## src/rtl/nqw_pkg.sv

```systemverilog
`timescale 1ns/1ps
package nqw_pkg;
  parameter int CTX_NUM   = 4;
  parameter int RING_LOG2 = 3;
  parameter int ADDR_W    = 48;
  parameter int OP_W      = 9;
  parameter int ID_W      = 16;
  parameter int PAY_W     = 64;
  parameter int EXT_W     = 8;
  parameter int NSTG      = 3;
  parameter int ENTRY_W   = 128;

  localparam int CTX_W      = $clog2(CTX_NUM);
  localparam int STG_W      = $clog2(NSTG + 1);
  localparam int CMD_W      = 3;
  localparam int SLOT_SHIFT = $clog2(ENTRY_W / 8);
  localparam int PAD_W      = ENTRY_W - PAY_W - EXT_W - OP_W - STG_W - 2 * ID_W;

  localparam int STG_RSP = 1;

  localparam logic [CMD_W-1:0] CMD_PUT_WORD  = 3'd0;
  localparam logic [CMD_W-1:0] CMD_PUT_LINE  = 3'd2;
  localparam logic [CMD_W-1:0] CMD_PUT_IMM   = 3'd4;
  localparam logic [CMD_W-1:0] CMD_PUT_NOTIF = 3'd5;

  typedef struct packed {
    logic                 load;
    logic [STG_W-1:0]     stage;
    logic [RING_LOG2-1:0] slot;
    logic [CTX_W-1:0]     ctx;
  } strobe_t;

  function automatic logic isPutCmd(input logic [CMD_W-1:0] cmd);
    return (cmd == CMD_PUT_WORD) || (cmd == CMD_PUT_LINE) ||
           (cmd == CMD_PUT_IMM)  || (cmd == CMD_PUT_NOTIF);
  endfunction

  function automatic logic isNotifPut(input logic [CMD_W-1:0] cmd);
    return cmd == CMD_PUT_NOTIF;
  endfunction
endpackage

```

## src/rtl/nqw_ctrl.sv

```systemverilog
`timescale 1ns/1ps
module nqw_ctrl
  import nqw_pkg::*;
(
  input  logic                    clk,
  input  logic                    rstN,
  input  logic [NSTG-1:0]         evtValid,
  input  logic [NSTG*CTX_W-1:0]   evtCtx,
  input  logic [NSTG*CMD_W-1:0]   evtCmd,
  input  logic [NSTG*NSTG-1:0]    evtEnable,
  input  logic                    outBusy,
  input  logic                    regWrEn,
  input  logic                    regSel,
  input  logic [CTX_W-1:0]        regCtx,
  input  logic [RING_LOG2-1:0]    regPtr,
  output logic [NSTG-1:0]         evtReady,
  output strobe_t                 strobe
);
  logic [RING_LOG2-1:0] wrPtr [CTX_NUM];
  logic [RING_LOG2-1:0] rdPtr [CTX_NUM];

  logic [STG_W-1:0] sel;
  logic             anyValid;
  logic [CTX_W-1:0] selCtx;
  logic [CMD_W-1:0] selCmd;
  logic [NSTG-1:0]  selEn;
  logic             due;
  logic             ringFull;
  logic             accept;

  // fixed priority: the highest stage index wins
  always_comb begin
    sel = '0;
    for (int s = 0; s < NSTG; s++) begin
      if (evtValid[s]) sel = STG_W'(s);
    end
  end

  assign anyValid = |evtValid;
  assign selCtx   = evtCtx[sel*CTX_W +: CTX_W];
  assign selCmd   = evtCmd[sel*CMD_W +: CMD_W];
  assign selEn    = evtEnable[sel*NSTG +: NSTG];

  assign due      = selEn[sel] && !((sel == STG_W'(STG_RSP)) && isPutCmd(selCmd));
  assign ringFull = (RING_LOG2'(wrPtr[selCtx] + 1'b1)) == rdPtr[selCtx];
  assign accept   = anyValid && (!due || (!ringFull && !outBusy));

  assign evtReady = accept ? (NSTG'(1) << sel) : '0;

  always_comb begin
    strobe.load  = accept && due;
    strobe.stage = sel;
    strobe.slot  = wrPtr[selCtx];
    strobe.ctx   = selCtx;
  end

  for (genvar g = 0; g < CTX_NUM; g++) begin : g_ring
    always_ff @(posedge clk) begin
      if (!rstN) begin
        wrPtr[g] <= '0;
        rdPtr[g] <= '0;
      end else begin
        if (strobe.load && (selCtx == CTX_W'(g)))
          wrPtr[g] <= RING_LOG2'(wrPtr[g] + 1'b1);
        if (regWrEn && regSel && (regCtx == CTX_W'(g)))
          rdPtr[g] <= regPtr;
      end
    end
  end
endmodule

```

## src/rtl/nqw_dp.sv

```systemverilog
`timescale 1ns/1ps
module nqw_dp
  import nqw_pkg::*;
(
  input  logic                    clk,
  input  logic                    rstN,
  input  strobe_t                 strobe,
  input  logic [NSTG*OP_W-1:0]    evtOpcode,
  input  logic [NSTG*ID_W-1:0]    evtSrcId,
  input  logic [NSTG*ID_W-1:0]    evtDstId,
  input  logic [NSTG-1:0]         evtIrq,
  input  logic [NSTG*PAY_W-1:0]   evtPayload,
  input  logic [NSTG*EXT_W-1:0]   evtExtra,
  input  logic                    regWrEn,
  input  logic                    regSel,
  input  logic [CTX_W-1:0]        regCtx,
  input  logic [ADDR_W-1:0]       regData,
  input  logic                    memReady,
  output logic                    memValid,
  output logic [ADDR_W-1:0]       memAddr,
  output logic [ENTRY_W-1:0]      memData,
  output logic                    outBusy,
  output logic                    irqOut,
  output logic [CTX_W-1:0]        irqCtx
);
  logic [ADDR_W-1:0] baseReg [CTX_NUM];

  logic [OP_W-1:0]    opSel;
  logic [ID_W-1:0]    srcSel;
  logic [ID_W-1:0]    dstSel;
  logic [PAY_W-1:0]   paySel;
  logic [EXT_W-1:0]   extSel;
  logic [STG_W-1:0]   stageCode;
  logic [ENTRY_W-1:0] entry;
  logic [ADDR_W-1:0]  entryAddr;
  logic               irqPend;

  for (genvar g = 0; g < CTX_NUM; g++) begin : g_base
    always_ff @(posedge clk) begin
      if (!rstN)
        baseReg[g] <= '0;
      else if (regWrEn && !regSel && (regCtx == CTX_W'(g)))
        baseReg[g] <= regData;
    end
  end

  always_comb begin
    opSel     = evtOpcode[strobe.stage*OP_W +: OP_W];
    srcSel    = evtSrcId[strobe.stage*ID_W +: ID_W];
    dstSel    = evtDstId[strobe.stage*ID_W +: ID_W];
    paySel    = evtPayload[strobe.stage*PAY_W +: PAY_W];
    extSel    = isNotifPut(opSel[CMD_W-1:0]) ? evtExtra[strobe.stage*EXT_W +: EXT_W] : '0;
    stageCode = STG_W'(strobe.stage + 1'b1);
    entry     = {dstSel, srcSel, {PAD_W{1'b0}}, stageCode, opSel, extSel, paySel};
    entryAddr = baseReg[strobe.ctx] + ADDR_W'({strobe.slot, {SLOT_SHIFT{1'b0}}});
  end

  always_ff @(posedge clk) begin
    if (!rstN) begin
      memValid <= 1'b0;
      memAddr  <= '0;
      memData  <= '0;
      irqPend  <= 1'b0;
      irqCtx   <= '0;
    end else if (strobe.load) begin
      memValid <= 1'b1;
      memAddr  <= entryAddr;
      memData  <= entry;
      irqPend  <= evtIrq[strobe.stage];
      irqCtx   <= strobe.ctx;
    end else if (memReady) begin
      memValid <= 1'b0;
    end
  end

  assign outBusy = memValid && !memReady;
  assign irqOut  = memValid && memReady && irqPend;
endmodule

```

## src/rtl/nqw_top.sv

```systemverilog
`timescale 1ns/1ps
module nqw_top
  import nqw_pkg::*;
(
  input  logic                    clk,
  input  logic                    rstN,
  input  logic [NSTG-1:0]         evtValid,
  input  logic [NSTG*CTX_W-1:0]   evtCtx,
  input  logic [NSTG*OP_W-1:0]    evtOpcode,
  input  logic [NSTG*ID_W-1:0]    evtSrcId,
  input  logic [NSTG*ID_W-1:0]    evtDstId,
  input  logic [NSTG*NSTG-1:0]    evtEnable,
  input  logic [NSTG-1:0]         evtIrq,
  input  logic [NSTG*PAY_W-1:0]   evtPayload,
  input  logic [NSTG*EXT_W-1:0]   evtExtra,
  output logic [NSTG-1:0]         evtReady,
  input  logic                    regWrEn,
  input  logic                    regSel,
  input  logic [CTX_W-1:0]        regCtx,
  input  logic [ADDR_W-1:0]       regData,
  output logic                    memValid,
  input  logic                    memReady,
  output logic [ADDR_W-1:0]       memAddr,
  output logic [ENTRY_W-1:0]      memData,
  output logic                    irqOut,
  output logic [CTX_W-1:0]        irqCtx
);
  strobe_t                strobe;
  logic                   outBusy;
  logic [NSTG*CMD_W-1:0]  evtCmd;

  for (genvar s = 0; s < NSTG; s++) begin : g_cmd
    assign evtCmd[s*CMD_W +: CMD_W] = evtOpcode[s*OP_W +: CMD_W];
  end

  nqw_ctrl u_ctrl (
    .clk       (clk),
    .rstN      (rstN),
    .evtValid  (evtValid),
    .evtCtx    (evtCtx),
    .evtCmd    (evtCmd),
    .evtEnable (evtEnable),
    .outBusy   (outBusy),
    .regWrEn   (regWrEn),
    .regSel    (regSel),
    .regCtx    (regCtx),
    .regPtr    (regData[RING_LOG2-1:0]),
    .evtReady  (evtReady),
    .strobe    (strobe)
  );

  nqw_dp u_dp (
    .clk        (clk),
    .rstN       (rstN),
    .strobe     (strobe),
    .evtOpcode  (evtOpcode),
    .evtSrcId   (evtSrcId),
    .evtDstId   (evtDstId),
    .evtIrq     (evtIrq),
    .evtPayload (evtPayload),
    .evtExtra   (evtExtra),
    .regWrEn    (regWrEn),
    .regSel     (regSel),
    .regCtx     (regCtx),
    .regData    (regData),
    .memReady   (memReady),
    .memValid   (memValid),
    .memAddr    (memAddr),
    .memData    (memData),
    .outBusy    (outBusy),
    .irqOut     (irqOut),
    .irqCtx     (irqCtx)
  );
endmodule

```

## config.mk

```make
export PLATFORM = sky130hd
export DESIGN_NAME = nqw_top
export DESIGN_NICKNAME = d
export VERILOG_FILES = /design/src/rtl/nqw_pkg.sv /design/src/rtl/nqw_ctrl.sv /design/src/rtl/nqw_dp.sv /design/src/rtl/nqw_top.sv
export SDC_FILE = /design/constraint.sdc
export NUM_CORES = 1
export LEC_CHECK = 0
export CAP_MARGIN = 20
export CORE_AREA = 5 5 233 235
export DETAILED_ROUTE_END_ITERATION = 10
export DIE_AREA = 0 0 238 240
export GPL_TIMING_DRIVEN = 0
export PLACE_DENSITY = 0.66
export SLEW_MARGIN = 30
export SYNTH_ARGS = -nofsm -noshare
export SYNTH_HDL_FRONTEND = slang
export SYNTH_HIERARCHICAL = 1
export SYNTH_SLANG_ARGS = --single-unit
```

## constraint.sdc

```tcl
create_clock -name clk -period 6.8 [get_ports clk]
set_input_delay 2.04 -clock clk [delete_from_list [all_inputs] [get_ports clk]]
set_output_delay 2.04 -clock clk [all_outputs]
set_load 0.005 [all_outputs]
```

# ---- Yosys cells after proc, flatten, opt, wreduce, memory -nomap -nowiden
# Memories as Yosys holds them, arrays and structs flattened.
# Cells that the tools add are included.
dict set report totals {
  register_bits 167
  ramBits 216
  inputBits 415
  output_inout_bits 183
  mem_count 3
}
dict set report classes {
  n_addsub 7
  mul 2
  magnitude_cmp 1
  eq_ne 12
  n_shift 9
  mux 59
  bitwise 12
  n_reduce_logical 37
}
# name depth width read_ports rd_ports_with_merged_regs wr line_no
set mem_list {}
lappend mem_list {u_dp.baseReg 4 48 1 0 4 nqw_dp.sv:26} ;# logic [ADDR_W-1:0] baseReg [CTX_NUM];
lappend mem_list {u_ctrl.rdPtr 4 3 1 0 4 nqw_ctrl.sv:20} ;# logic [RING_LOG2-1:0] rdPtr [CTX_NUM];
lappend mem_list {u_ctrl.wrPtr 4 3 5 0 4 nqw_ctrl.sv:19} ;# logic [RING_LOG2-1:0] wrPtr [CTX_NUM];
# operator count
set op_table {}
lappend op_table {{two-way mux 48 bit} 4}
lappend op_table {{variable part select 192 x 9 -> 64 bit} 1}
lappend op_table {{variable part select 48 x 7 -> 16 bit} 2}
lappend op_table {{adder 48 x 7 -> 48 bit} 1}
lappend op_table {{two-way mux 1 bit} 42}
lappend op_table {{two-way mux 3 bit} 9}
lappend op_table {{variable part select 27 x 7 -> 9 bit} 1}
lappend op_table {{variable part select 24 x 6 -> 8 bit} 1}
lappend op_table {{logical AND 1 bit} 22}
lappend op_table {{variable part select 9 x 5 -> 3 bit} 2}
lappend op_table {{adder 3 x 1 -> 3 bit, second input constant} 5}
lappend op_table {{OR 1 bit} 12}
lappend op_table {{== test 3 bit, second input constant} 3}
lappend op_table {{== test 2 bit, second input constant} 4}
lappend op_table {{two-way mux 8 bit} 1}
lappend op_table {{== test 2 x 1 -> 1 bit, second input constant} 3}
lappend op_table {{logical NOT 1 bit} 6}
lappend op_table {{multiplier 2 x 4 -> 6 bit, second input constant} 1}
lappend op_table {{variable part select 6 x 4 -> 2 bit} 1}
lappend op_table {{binary-select mux 1 bit (select 2 bit)} 2}
lappend op_table {{logical NOT 2 bit} 2}
lappend op_table {{logical OR 1 bit} 4}
lappend op_table {{multiplier 2 x 2 -> 4 bit, second input constant} 1}
lappend op_table {{== test 3 x 2 -> 1 bit, second input constant} 1}
lappend op_table {{8 further kinds} 8}

# ---- Logic depth before layout (Yosys ltp)
dict set report depth {
  ltp_word 20
  mapped_depth 18
}

# ---- Hierarchy
# Netlist, hierarchy kept.
# module instances cells_each area_each_um2 seq_area_each_um2
set modules_own_cells {}
lappend modules_own_cells {nqw_dp 1 1591 17351.6 9108.7}
lappend modules_own_cells {nqw_ctrl 1 133 1624.1 720.7}

# ---- Least setup slack after synthesis
# Ideal clock, no wire load.
dict set report synth_path {
  path_type {input to register}
  from {input regCtx[1]}
  to {memory u_dp.baseReg[0][0], enable pin}
  setup_time_ns 0.526
  arrival_ns 5.801
  path_slack_ns 0.473
  cell_stages 2
  n_path_buf 0
  cell_sequence {nand2b_1 > o31ai_1}
}
# element line_no
set synth_rtl {}
lappend synth_rtl {{start: declaration} nqw_top.sv:19} ;# input logic [CTX_W-1:0] regCtx,
lappend synth_rtl {{end: declaration} nqw_dp.sv:26}

==> summary.txt <==
Route
  • Total number of vias: roughly 16000
  • Iter 0 DRT Violations: 1343
  • Drt pass-1 iters: 5
  • Total detailed-routing wirelength: 80700 um
  • Vias per cell: ~5.2
  • DR DRC count: 0
  • Final ANT Viol Nets: 0
  • Average wire per standard cell: 25.9 um

Clock tree
  • CTS buffer count: 45
  • Root Buffer: clkbuf_16
  • CTS tree: yes
  • Clk Latency, worst-skew pair: 0.57 ns
  • CTS HTree Levels: 2
  • Clk pin slew, worst setup/hold paths: 0.06 ns
  • Clock Sinks: 383
  • CTS max path bufs: 3
  • Hold_buf cts: 0

STA
  • Measured slew at the worst slew-check pin: 0.998 ns
  • Relative slew slack: around a third
  • Fmax: 149 MHz
  • Post-route setup slack: 0.0963 ns
  • RSZ-0062 raised after global routing: no
  • Fin. max-slew vios: 0
  • Period minus WS final: 6.70 ns
  • Final Setup Violations: 0
  • Setup_tns: 0 ns
  • Fin crit share: 98.6%
  • Final Hold Fails: 0
  • Setup skew after layout: 0.0190 ns

Setup path
  • R2r setup slk: 2.06 ns
  • CP required: 4.76 ns
  • Crit start category: primary input
  • CP max FO: 7
  • CP Data Arrival Time: around 4.7 ns
  • R2R Path Start: u_ctrl/wrPtr[0][0]
  • CP dominant cell by count: xnor2_2
  • Slowest stage delay, CP: 0.56 ns
  • Crit Reg-Reg Endpoint: u_dp/memData[37]
  • Slowest CP cell: mux4_2
  • Critical path endpoint category: output port
  • Register-to-Register Path Depth: 14
  • Crit-path cells: clkdlybuf4s50_1 -> mux2i_4 -> mux2_4 -> inv_6 -> mux4_2 -> ha_4 -> xnor2_2 -> xnor2_2 -> o21bai_4 -> a21boi_1 -> clkdlybuf4s15_1
  • Critical path origin: evtCtx[0]
  • CP Class: primary input to output port

Logic synthesis
  • Mean Syn Cell Area: between 10 and 15 um2
  • Synth async-reset ratio: 0%
  • Yosys Warn Count: 6
  • Synthesized instance count: 1724
  • Largest family of logic cells by synthesized area: simple AND/OR/NAND/NOR gates
  • Synthesized area: 19000 um2
  • Post-Synth Simple-Gate Area: 16.8%
  • Post-synthesis compound-gate area fraction: 10.7%
  • Post-Synth XOR/XNOR Area: roughly 2.0%
  • Post-synthesis mux area share: 14.0%
  • Adder-cell share of the synthesized area: less than 1%
  • Yosys reg bits: 383
  • Top FF cell, synth: edfxtp_1
  • Sequential area share after synthesis: 51.8%
  • Distinct cells, synth: 73
  • Number of synthesized flops with an enable pin: ~220

Placement
  • Pre-CTS setup slack: -0.954 ns
  • Dpl hpwl: 64300 um
  • PortBufs: 576
  • Final GP Congestion: 0.984
  • Post-Place Cell Area: 26000 um2

Layout
  • Commonest non-fill, non-tap cell in the layout: clkdlybuf4s50_1
  • Commonest cells after routing, fill and taps aside: clkdlybuf4s50_1, nor2_1, edfxtp_1
  • Share of layout cells above drive strength 1: 8.31%
  • Register Area: about 9800 um2
  • Area taken by multi-input logic gates: 8520 um2
  • Area grow syn2layout: 45.6%
  • Nets: about 2800
  • Filler instances: 4581
  • Design Area, Final: 27600 um2
  • Final core occ: 53.1%

Power
  • Maximum VDD drop: 0.225 mV
  • Pwr/cell area: around 260 nW/um2
  • Leak pwr: 10.2 nW

Run status
  • Outcome: completed

GRT
  • M3 GR Usage: 6.69%
  • Grt ovf: 0
  • GRT Util Overall: between 20 and 30%
  • Initial antenna violation count: 11
  • GRT Max-Usage Layer: met2
  • GR Util met2: 48.2%
  • Largest net degree at the start of global routing: 16
  • Met1 Track Usage GR: between 30% and 40%
  • Vias in the first global route: 16500
  • First-pass GRT wire length: 114000 um

Min path
  • Worst Min Path Start: u_dp/memData[74]
  • Hold endpoint: u_dp/memData[74]
  • Worst Hold Class: flip-flop to flip-flop
  • Hold-critical path depth: 2

Floorplanning
  • Std cell rows: 84
  • Core region area: 52000 um2
  • Die Ht: 240 um
  • Die Area: 57100 um2
  • Starting Density: 36.5%
  • IO Pins: 598
  • Die Width: 238 um

Flow run
  • Number of max-cap violations: 0
synth_stat cells (all sizes together), types with 19 or more instances:
cell type	count	share of area [%]
nor2	255	5.1
edfxtp	216	34
and2	207	6.8
dfxtp	167	18
a21oi	141	3.7
mux2i	125	6.7
a211oi	118	4.7
clkbuf	98	2.1
mux4	55	6.9
o21ai	47	1.2
buf	46	1.7
nand2	39	0.77
xor2	21	0.97
xnor2	20	1.0
nand3	19	0.55
kinds of logic (layout without fill, tap and decap cells):
kind of cell,count (synthesis),in the layout
AO/OA/AOI/OAI,332,332
other,1,18
flip-flops,383,383
XOR/XNOR,41,41
adder cells (fa/ha/maj),9,9
multiplexers,186,186
buffers and inverters,159,841
AND/OR/NAND/NOR,613,613
where the power goes:
| part | switching, W | total [W] | internal, W |
|---|---|---|---|
| registers | 0.000161 | 0.00287 | 0.00271 |
| logic | 0.000909 | 0.00181 | 0.000900 |
| clock network | 0.000975 | 0.00248 | 0.00150 |
sequential cells by signal, summed over array words and instances (netlist names):
signal,count
u_ctrl/wrPtr,12
u_dp/irqCtx,2
u_dp/memData,115
u_dp/memValid,1
u_dp/irqPend,1
u_ctrl/rdPtr,12
u_dp/memAddr,48
u_dp/baseReg,192
critical path: cells and delay by family:
family / cells / cell delay [ns]
buf+inv: 3 / 0.82
xor+xnor: 2 / 0.37
compound gates: 2 / 0.27
mux: 3 / 0.97
fa+ha+maj: 1 / 0.19
through the flow:
stage               hold slack (ns)  total power (W)  instances
global route                  0.498          0.00745       3107
detailed placement            0.472          0.00469       3017
finish                        0.474          0.00716       3111
floorplan                     0.459          0.00364       1736
CTS                           0.481          0.00720       3105
global placement              0.465          0.00465       3000
how the worst max path moves through the flow:
| stage | end | slack, ns | depth (start not counted) |
|---|---|---|---|
| after floorplan | u_dp/baseReg[0][0] | 0.47 | 2 |
| after global placement | u_dp/baseReg[0][44] | -3.09 | 3 |
| after detailed placement | u_dp/memAddr[3] | -0.95 | 17 |
| after CTS | evtReady[1] | 0.008 | 11 |
| after global routing | evtReady[1] | 0.004 | 11 |
| final | evtReady[1] | 0.1 | 11 |
final cells by class:
| cell class | count | share of cell area (%) |
|---|---|---|
| clock inverter | 25 | 1.06 |
| tap | 688 | 3.11 |
| timing repair buffer | 599 | 22.1 |
| clock buffer | 58 | 4.43 |
| buffer | 145 | 2.65 |
| sequential | 383 | 35.6 |
| antenna | 5 | 0.0453 |
| inverter | 14 | 0.217 |
| multi-input combinational | 1194 | 30.8 |
metal layers:
metal / part of all wire, % / vias to the layer above
li1: - / 7566
met1: 38 / 7965
met2: 51 / 645
met3: 8.0 / 110
met4: 2.9 / 12
met5: 0.097 / -
timing repair:
| action | 4_1_cts | 5_1_grt |
|---|---|---|
| hold endpoints to repair | 0 | 0 |
| pin swaps | 2 | 3 |
| setup buffers | 5 | 1 |
| gates cloned | 0 | 0 |
| resized for setup | 16 | 9 |
| setup endpoints to repair | 90 | 13 |
(Power assumes the default switching activity.)
